<file path="src/rtl/sreg_link_master.sv">
module sreg_link_master #(
  parameter int DIV_W  = 4,
  parameter int NUM_CS = 2
) (
  input  logic             clk,
  input  logic             rst_n,
  input  logic [DIV_W-1:0] cfg_half,
  input  logic             host_we,
  input  logic             host_addr,
  input  logic [7:0]       host_wdata,
  input  logic             host_cs_sel,
  output logic [7:0]       ctrl_q,
  output logic [7:0]       data_q,
  output logic             busy,
  output logic             ser_clk,
  output logic [NUM_CS-1:0] ser_cs_n,
  output logic             ser_do,
  input  logic             ser_di
);
  typedef enum logic [1:0] {S_IDLE, S_RUN, S_GAP} st_t;

  st_t              st;
  logic [DIV_W-1:0] tcnt;
  logic [DIV_W-1:0] half_eff;
  logic             tick;
  logic [3:0]       bitn;
  logic [15:0]      sh;
  logic [7:0]       rx;
  logic             sel_q;
  logic             gap_ph;

  assign half_eff = (cfg_half == '0) ? DIV_W'(1) : cfg_half;
  assign tick     = (tcnt == half_eff - DIV_W'(1));
  assign busy     = (st != S_IDLE);
  assign ser_do   = (st == S_RUN) & sh[0];

  for (genvar i = 0; i < NUM_CS; i++) begin : g_cs
    if (NUM_CS == 1) begin : g_one
      assign ser_cs_n[i] = !(st == S_RUN);
    end else begin : g_sel
      assign ser_cs_n[i] = !(st == S_RUN && sel_q == 1'(i));
    end
  end

  always_ff @(posedge clk or negedge rst_n) begin
    if (!rst_n) begin
      st      <= S_IDLE;
      tcnt    <= '0;
      bitn    <= '0;
      sh      <= '0;
      rx      <= '0;
      sel_q   <= 1'b0;
      gap_ph  <= 1'b0;
      ser_clk <= 1'b0;
      ctrl_q  <= '0;
      data_q  <= '0;
    end else begin
      case (st)
        S_IDLE: begin
          tcnt <= '0;
          if (host_we) begin
            if (!host_addr) begin
              ctrl_q <= host_wdata;
              sh     <= {host_wdata[0] ? 8'h00 : data_q, host_wdata};
              sel_q  <= host_cs_sel;
              bitn   <= '0;
              st     <= S_RUN;
            end else begin
              data_q <= host_wdata;
            end
          end
        end
        S_RUN: begin
          if (tick) begin
            tcnt <= '0;
            if (!ser_clk) begin
              ser_clk <= 1'b1;
              if (ctrl_q[0] && bitn[3]) rx <= {ser_di, rx[7:1]};
            end else begin
              ser_clk <= 1'b0;
              sh      <= sh >> 1;
              bitn    <= bitn + 4'd1;
              if (bitn == 4'd15) begin
                st     <= S_GAP;
                gap_ph <= 1'b0;
                if (ctrl_q[0]) data_q <= rx;
              end
            end
          end else begin
            tcnt <= tcnt + DIV_W'(1);
          end
        end
        default: begin
          if (tick) begin
            tcnt   <= '0;
            gap_ph <= 1'b1;
            if (gap_ph) st <= S_IDLE;
          end else begin
            tcnt <= tcnt + DIV_W'(1);
          end
        end
      endcase
    end
  end

  assert_idle_quiet_R6: assert property (@(posedge clk) disable iff (!rst_n)
    !busy |-> (!ser_clk && (&ser_cs_n)));
  assert_do_stable_R6: assert property (@(posedge clk) disable iff (!rst_n)
    $rose(ser_clk) |-> $stable(ser_do));
  assert_cs_onehot_R8: assert property (@(posedge clk) disable iff (!rst_n)
    $onehot0(~ser_cs_n));
  assert_start_R2: assert property (@(posedge clk) disable iff (!rst_n)
    (!busy && host_we && !host_addr) |=> (busy && !(&ser_cs_n)));
  assert_busy_ctrl_R10: assert property (@(posedge clk) disable iff (!rst_n)
    (busy && host_we) |=> $stable(ctrl_q));
  assert_busy_data_R10: assert property (@(posedge clk) disable iff (!rst_n)
    (busy && host_we && host_addr && !ctrl_q[0]) |=> $stable(data_q));
endmodule

</file>
<file path="config.mk">
export PLATFORM = sky130hd
export DESIGN_NAME = sreg_link_master
export DESIGN_NICKNAME = d
export VERILOG_FILES = /design/src/rtl/sreg_link_master.sv
export SDC_FILE = /design/constraint.sdc
export NUM_CORES = 1
export LEC_CHECK = 0
export ABC_AREA = 1
export BUFFER_PORTS_ARGS = -buffer_cell sky130_fd_sc_hd__buf_2
export CAP_MARGIN = 0
export CORE_MARGIN = 5
export CORE_UTILIZATION = 25
export CTS_CLUSTER_DIAMETER = 50
export DETAILED_ROUTE_END_ITERATION = 6
export PLACE_DENSITY = 0.41
export SLEW_MARGIN = 5
export SYNTH_ARGS = -nofsm -noshare
export SYNTH_HDL_FRONTEND = slang
export SYNTH_SLANG_ARGS = --single-unit
</file>
<file path="constraint.sdc">
create_clock -name clk -period 3.2 [get_ports clk]
set_input_delay 0.32 -clock clk [delete_from_list [all_inputs] [get_ports clk]]
set_output_delay 0.32 -clock clk [all_outputs]
set_load 0.01 [all_outputs]
</file>
== After elaboration in Yosys (flattened, before gate mapping) ==
Index checks and enable logic that the tools add are counted.

* Add/subtract/negate cells: 3
* Equality and inequality tests: 10
* Mux-type cells: 35
* Bitwise logic cells: 5
* Reductions and logical operators: 18

{| class="wikitable"
|+ Operators by type and width
! kind !! count
|-
| two-way mux 16 bit || 4
|-
| two-way mux 8 bit || 7
|-
| one-hot mux 16 bit (2 select lines) || 1
|-
| two-way mux 4 bit || 7
|-
| one-hot mux 8 bit (2 select lines) || 1
|-
| two-way mux 2 bit || 7
|-
| AND reduction 7 bit || 2
|-
| inequality test 2 bit (second input constant) || 6
|-
| adder 4 x 1 -> 4 bit (second input constant) || 2
|-
| one-hot mux 4 bit (2 select lines) || 1
|-
| AND reduction 4 bit || 2
|-
| nonzero test 2 bit || 3
|-
| two-way mux 1 bit || 5
|-
| AND reduction 5 bit || 1
|-
| == test 4 bit || 1
|-
| == test 4 bit (second input constant) || 1
|-
| zero test 4 bit || 1
|-
| inverter 1 bit || 4
|-
| one-hot mux 2 bit (2 select lines) || 1
|-
| subtractor 4 x 1 -> 4 bit (second input constant) || 1
|-
| logical AND 1 bit || 3
|-
| AND reduction 3 bit || 1
|-
| nonzero test 3 bit || 1
|-
| == test 2 x 1 -> 1 bit (second input constant) || 1
|-
| 6 further kinds || 7
|}

* Bits in registers: 53
* Output and inout bits: 21
* Logic and storage cells: 81

== Logic depth before layout (Yosys ltp) ==
Gate-level depths: netlist of run 1.

* Word-level depth: 6
* Depth in mapped cells: 16
* Gate-level depth less buffers: 16

== Worst setup path before layout of run 1 ==
Ideal clock, no wire load.

* Path type: input-to-reg
* Start: in cfg_half[1]
* End: reg rx[5]
* Setup time: 0.121 ns
* Arrival time: 1.801 ns
* Data required time: 3.079 ns
* Slack: 1.279 ns
* Stages: 14
* Cell sequence: nor2_2 > nand2_1 > nand2_1 > inv_1 > ha_1 > xor2_1 > nand2_2 > nor2_4 > nand3_4 > nor2_2 > nand3_2 > buf_2 > nand2_1 > o21ai_1

* Cells in the longest elaborated chain, start to end: 5

{| class="wikitable"
|+ RTL lines
! what !! RTL line !! text
|-
| start: declaration || 7 || <nowiki>input logic [DIV_W-1:0] cfg_half,</nowiki>
|-
| zero test 4 bit || 32 || <nowiki>assign half_eff = (cfg_half == '0) ? DIV_W'(1) : cfg_half;</nowiki>
|-
| two-way mux 4 bit * || 32 ||
|-
| subtractor 4 x 1 -> 4 bit * || 33 || <nowiki>assign tick = (tcnt == half_eff - DIV_W'(1));</nowiki>
|-
| == test 4 bit * || 33 ||
|-
| AND reduction 4 bit (no line) * || - ||
|-
| end signal: assignment || 78 || <nowiki>if (ctrl_q[0] && bitn[3]) rx <= {ser_di, rx[7:1]};</nowiki>
|-
| end: declaration || 28 || <nowiki>logic [7:0] rx;</nowiki>
|}

Every way passes the cells marked *; elsewhere a longest branch is shown, timed or not.
A chain may end at the register's enable or synchronous reset.

== Worst setup path after layout of run 1 ==
* Start: in cfg_half[1]
* End: reg bitn[0]

* Cells in the longest elaborated chain, start to end: 6

{| class="wikitable"
|+ RTL lines
! what !! RTL line !! text
|-
| zero test 4 bit || 32 ||
|-
| two-way mux 4 bit * || 32 ||
|-
| subtractor 4 x 1 -> 4 bit * || 33 ||
|-
| == test 4 bit * || 33 ||
|-
| inequality test 2 bit (no line) * || - ||
|-
| AND reduction 5 bit (no line) * || - ||
|-
| end signal: assignment || 82 || <nowiki>bitn <= bitn + 4'd1;</nowiki>
|-
| end: declaration || 26 || <nowiki>logic [3:0] bitn;</nowiki>
|}

Marks and branches as above.

==> results of run 1 <==
## final cells by class
class / count / area, µm² / area share, %
clock buffer: 5 / 68.8 / 2.19
clock inverter: 2 / 35.0 / 1.11
inverter: 30 / 113 / 3.58
multi-input combinational: 255 / 1190 / 37.7
sequential: 53 / 1330 / 42.1
tap: 140 / 175 / 5.56
timing repair buffer: 45 / 245 / 7.79
## final timing paths
path | start | to | slack [ps] | cells past startpoint
min in group asynchronous | rst_n | sh[5]$_DFFE_PN0P_ | 430 | 2
max in group asynchronous | rst_n | ser_clk$_DFFE_PN0P_ | 2080 | 3
min reg2reg | sh[2]$_DFFE_PN0P_ | sh[2]$_DFFE_PN0P_ | 480 | 2
max | cfg_half[1] | bitn[0]$_DFFE_PN0P_ | 1040 | 14
max reg2reg | st[0]$_DFFE_PN0P_ | bitn[0]$_DFFE_PN0P_ | 1100 | 10
min | host_cs_sel | sel_q$_DFFE_PN0P_ | 210 | 3
## synth_stat cells
cell,count
nand3_4,1
buf_4,1
inv_1,27
buf_6,1
a21oi_2,1
buf_12,1
o21ai_0,18
dfrtp_1,53
xnor2_1,1
o211ai_1,1
nor2_4,2
nand2_2,2
nand3_2,11
nor2_2,3
nand2_1,166
inv_2,2
a21oi_1,4
nor3_1,2
buf_2,7
ha_1,3
nor2_1,12
nand3_1,15
o21ai_1,8
clkinv_1,1
clkbuf_1,2
or2_2,1
nand4_1,1
xor2_1,3
## cells by family (layout without fill, tap and decap cells)
logic type               after synthesis  after routing  synth area share, %
buffers and inverters                 42             82                 7.17
flip-flops                            53             53                 49.0
XOR/XNOR                               4              4                 1.29
AO/OA/AOI/OAI                         32             32                 6.15
adder cells (fa/ha/maj)                3              3                 1.39
AND/OR/NAND/NOR                      216            216                 35.0
## routing by layer
metal	GRT usage, %	wire [µm]	part of all wire, %	up-vias
li1	-	-	-	1159
met2	19.6	3480	50	30
met5	0	0	0	-
met1	14.9	3210	46	1089
met4	2.85	73	1.0	0
met3	2.02	212	3.0	6
## placed cells by master (no fill, tap or decap), types with 4 or more instances in the layout
cell	count
nor2_1	12
o21ai_1	8
o21ai_0	18
dfrtp_1	53
a21oi_1	4
nand3_2	11
inv_1	27
nand2_1	166
buf_4	6
clkbuf_8	5
buf_2	38
nand3_1	15
## state kept, by name (all words and copies together) (netlist names)
name,count
sh,16
ctrl_q,8
data_q,8
rx,8
bitn,4
tcnt,4
st,2
gap_ph,1
sel_q,1
ser_clk,1
## power breakdown
part	internal [mW]	switching, mW	leakage (nW)
registers	0.908	0.179	0.695
clock network	0.228	0.235	0.0540
logic	0.408	0.832	0.898
total	1.54	1.25	1.65
## what timing repair did
action                                 in CTS  in global routing
buffers inserted                            0                  0
hold buffers                                1                  0
endpoints found under the hold margin      11                  0
## critical path, stage by stage
cell	delay [ps]
buf_2	110
nor2_2	110
nand2_1	80
nand2_1	70
inv_1	40
ha_1	290
xor2_1	160
nand2_2	90
nor2_4	100
nand3_4	110
a21oi_2	160
nand2_1	450
nand2_1	190
nand2_1	60
==> results.md, run 1 <==
- Status: finished clean
- Number of instances in the placed design: 522
- Fin crit share: 67.4%
- Avg Inst Size Synth: 7.73 µm²
- Pre-CTS setup slack: 667 ps
- Routed len/inst: 13.2 µm
- Die Ht: 114 µm
- Post-synthesis cell count: 350
- Number of synthesized register bits: 53
- Placement-stage cell area: 3040 µm²
- Worst Slack Setup Final: 1040 ps
- CTS Sinks: 53
- Area grow syn2layout: 16.4%
- Slew HR: 51.8%
- DRC: 0
- Synth warn: 0
- Sequential-to-total area share from yosys stat: 49.0%
- Total global-route track usage: 11.4%
- Crit Path Max Fanout: 20
- Final hold vios: 0
- Core Region: 10700 µm²
- Largest net degree at the start of global routing: 30
- VDD IR max: 0.000316 V
- # nets final: 411
- Reg clk slew, reported paths: 100 ps
- Setup_tns: 0 ps
- Layout Skew: 3.83 ps
- Total gr overflow: 0
- Crit path capture type: register
- Startpoint Class: primary input
- Worst slew pin tran: 721 ps
- Final Instance Area: 3150 µm²
- Slew Limit Fails: 0
- Endpoints failing setup: 0
- Power consumption: 2.79 mW
- CTS buffer count: 5
- Placer Congestion: 0.780
- Filler cell count in the final layout: 1213
- Latest clock arrival within the worst-skew pair: 310 ps
- Syn_nets: 371
- # resized after CTS: 0
- Non-Filler Instances: 530
- Mapped cell area: 2710 µm²
- CTS tree: done
- IO Count: 39
- WP data required: 3400 ps
- Buffers added on ports: 38
- Vias in the first global route: 2338
- Antenna violations before repair: 0
- Distinct cells, synth: 28
- CTS root buf: clkbuf_8
- Critical path type: primary input to register
- Largest area contributor in the netlist: dfrtp_1
- Pre-Repair DR Iteration Count: 4
- Share of cells above drive strength 1: 19.0%
- Tightest Hold Check Type: primary input to register
- Leak: 1.65 nW
- Max-cap violations: 0
- Routed via count: 2284
- Worst hold slack: 214 ps
- Post-synth top area share: 49.0%
- First-pass GRT wire length: 11.9 mm
- Cell Pwr Density: 886 nW/µm²
- Fmax: 0.464 GHz
- Diodes inserted: 0
- H-Tree Depth: 2
- Synth area leaders: dfrtp_1 (49%), nand2_1 (23%), nand3_2 (4.1%), inv_1 (3.7%), o21ai_0 (3.3%)
- Fin util: 29.3%
- Initial drt markers: 112
- Die ar.: 13000 µm²
- Placed wire-length estimate: 5.07 mm
- Final min period: 2160 ps
- Clk buf depth: 2
- Rows: 38
- Crit path DAT: 2360 ps
- Initial Utilization: 25.2%
- Routed vias/inst: 4.31
- Routed wire length: 6.97 mm
- Unrepaired setup endpoints after global routing: no
- Die X: 114 µm
- Post-route ant nets: 0
(Power assumes the default switching activity.)
==> run 2, diff against run 1 <==
--- a/config.mk
+++ b/config.mk
@@ -12,7 +12,7 @@
 export CORE_UTILIZATION = 25
 export CTS_CLUSTER_DIAMETER = 50
 export DETAILED_ROUTE_END_ITERATION = 6
-export PLACE_DENSITY = 0.41
+export PLACE_DENSITY = 0.43
 export SLEW_MARGIN = 5
 export SYNTH_ARGS = -nofsm -noshare
 export SYNTH_HDL_FRONTEND = slang
==> constraint.sdc (replaced) <==
create_clock -name clk -period 1.9 [get_ports clk]
set_input_delay 0.19 -clock clk [delete_from_list [all_inputs] [get_ports clk]]
set_output_delay 0.19 -clock clk [all_outputs]
set_load 0.01 [all_outputs]
==> run 2 against run 1 <==
  * Combinational power rose by 98%
  * Highest routed layer unchanged
  * Register-to-register slack got worse by 840 ps
  * Design area increased by 5.2%
  * Via count rose by 0.35%
  * Clock power increased by 40%
  * First-iteration DRC count up 38%
  * Critical path depth grew 1
  * Routed wire length fell by 0.60%
  * Largest power group unchanged
  * Sequential share of layout area fell by 2.1 points
==> results.md, run 2 (synthesis gave the netlist of run 1 again) <==
- Latest clock arrival within the worst-skew pair: 300 ps (about the same)
- VDD IR max: 0.000472 V (+49%)
- Diodes inserted: 0 (unchanged)
- IO Count: 39 (unchanged)
- HP Start: host_cs_sel
- Clk buf depth: 2 (unchanged)
- Internal: 2.80 mW (+81%)
- Post-CTS setup buffer count: 0 (unchanged)
- Total gr overflow: 0 (unchanged)
- Total global-route track usage: 11.3% (-0.083 points)
- Core Region: 10700 µm² (unchanged)
- Pre-CTS setup slack: -207 ps (-875 ps)
- WP data required: 2100 ps (-1300 ps)
- Pre-Repair DR Iteration Count: 4 (unchanged)
- Startpoint Class: primary input
- Die ar.: 13000 µm² (unchanged)
- Routed len/inst: 12.8 µm (-2.8%)
- Largest net degree at the start of global routing: 54 (+80%)
- Reg clk slew, reported paths: 90 ps (about the same)
- H-Tree Depth: 2 (unchanged)
- Routed via count: 2292 (+0.35%)
- Unrepaired setup endpoints after global routing: no
- Final min period: 1720 ps
- Crit path DAT: 1920 ps (-440 ps)
- Vias in the first global route: 2326 (-0.51%)
- CTS buffer count: 5 (unchanged)
- Crit Path Max Fanout: 20 (unchanged)
- Initial Utilization: 25.2% (unchanged)
- Most frequent cells in the layout: nand2_1 (166), dfrtp_1 (53), buf_2 (38)
- Gate power share: 49.7% (+5.2 points)
- R2R Path End: ctrl_q[6]$_DFFE_PN0P_
- Worst hold slack: 87.2 ps (-126 ps)
- Layout Skew: 7.29 ps (+3.47 ps)
- Reg power frac: 37.1% (-1.8 points)
- Max-cap violations: 0 (unchanged)
- WHS Path Cells: 3 (unchanged)
- Fin crit share: 90.7%
- CTS root buf: clkbuf_8
- Largest reg by FF count: sh
- Initial drt markers: 155 (+38%)
- Buffers added on ports: 38 (unchanged)
- Cell Pwr Density: 1490 nW/µm² (+68%)
- Worst Slack Setup Final: 177 ps (-865 ps)
- Share of cells above drive strength 1: 21.4% (+2.4 points)
- Max FFs per register: 16 (unchanged)
- DRC: 0 (unchanged)
- CTS tree: done
- Leak: 1.72 nW (+4.7%)
- Crit path capture type: register
- Endpoints failing setup: 0 (unchanged)
- Routed vias/inst: 4.23 (-1.9%)
- Psw: 2.13 mW (+71%)
- Hold EP: sel_q$_DFFE_PN0P_
- Slew HR: 78.7% (+27 points)
- Commonest non-fill, non-tap cell in the layout: nand2_1
- Tightest Hold Check Type: primary input to register
- Routed wire length: 6.93 mm (-0.60%)
- Rows: 38 (unchanged)
- Die Ht: 114 µm (unchanged)
- Antenna violations before repair: 0 (unchanged)
- Switching Fraction: 43.2% (-1.4 points)
- Fmax: 0.581 GHz
- Final hold vios: 0 (unchanged)
- Post-route ant nets: 0 (unchanged)
- # nets final: 423 (+2.9%)
- Die X: 114 µm (unchanged)
- Worst r2r src: st[1]$_DFFE_PN0P_
- Slew Limit Fails: 0 (unchanged)
- First-pass GRT wire length: 11.7 mm (-1.6%)
- CTS Sinks: 53 (unchanged)
- Worst slew pin tran: 319 ps (-402 ps)
- Placer Congestion: 0.771 (-1.2%)
- Area grow syn2layout: 22.4%
- Clock power frac: 13.1% (-3.5 points)
- Critical path type: primary input to register
- Placed wire-length estimate: 5.07 mm (about the same)
- Worst-case reg-to-reg path depth: 7 (-3)
- Status: finished clean
- R2r setup slk: 260 ps (-840 ps)
## run 2: changes by cell type in the layout (fill, tap and decap cells not counted), sizes merged
cell      previous run  this run
clkbuf               5         7
buf                 44        56
clkinvlp             0         1
bufinv               1         0
clkinv               2         0
## run 2: layer usage
metal | wire, µm | track usage [%] | vias to the layer above
met5 | 0 | 0 | -
met4 | 131 | 3.17 | 0
met3 | 224 | 2.02 | 10
met2 | 3500 | 19.9 | 34
met1 | 3080 | 14.2 | 1065
li1 | - | - | 1183
## run 2: timing repair
item / CTS / global route
endpoints found under the hold margin: 53 / 0
setup endpoints to repair: 0 / 16
hold buffers: 1 / 0
resized for setup: 0 / 3
## run 2: metrics by stage
stage               power [mW]  util (%)  TNS, ps  instances  instance area [µm²]
finish                    4.93      30.8        0        542                 3310
global route              5.41      30.8        0        542                 3310
detailed placement        4.34      29.8    -5630        534                 3200
CTS                       5.02      30.7        0        542                 3300
floorplan                 3.38         -        0        350                 2710
global placement          4.33      29.8    -4180        534                 3200
## run 2: final cells by class
class,instances,area (µm²)
inverter,30,116
timing repair buffer,57,414
multi-input combinational,255,1190
fill,1185,7430
clock buffer,7,86.3
sequential,53,1330
tap,140,175
## run 2: critical path, stage by stage
cell     delay, ps
buf_2          110
nor2_2         110
nand2_1         70
nand2_1         70
inv_1           40
ha_1           290
xor2_1         160
nand2_2         80
nor2_4         100
nand3_4        110
a21oi_4        170
nand2_1        110
buf_12         170
nand2_1         70
nand2_1         50
## run 2: worst max path at each step
| stage | startpoint | endpoint | slack, ps | cells after the start |
|---|---|---|---|---|
| finish | cfg_half[1] | sh[4]$_DFFE_PN0P_ | 180 | 15 |
| global route | cfg_half[1] | data_q[3]$_DFFE_PN0P_ | 2 | 16 |
| floorplan | cfg_half[1] | rx[5]$_DFFE_PN0P_ | 110 | 14 |
| global placement | cfg_half[1] | sh[6]$_DFFE_PN0P_ | -150 | 15 |
| CTS | cfg_half[1] | sh[6]$_DFFE_PN0P_ | 120 | 15 |
| detailed placement | cfg_half[1] | sh[6]$_DFFE_PN0P_ | -210 | 15 |
## run 2: power by group through the flow
stage | registers (mW) | logic (mW) | clock network [mW]
final | 1.83 | 2.45 | 0.646
after global routing | 1.89 | 2.78 | 0.736
after CTS | 1.84 | 2.49 | 0.684
after detailed placement | 1.86 | 2.48 | 0
after global placement | 1.86 | 2.47 | 0
after floorplan | 1.87 | 1.51 | 0
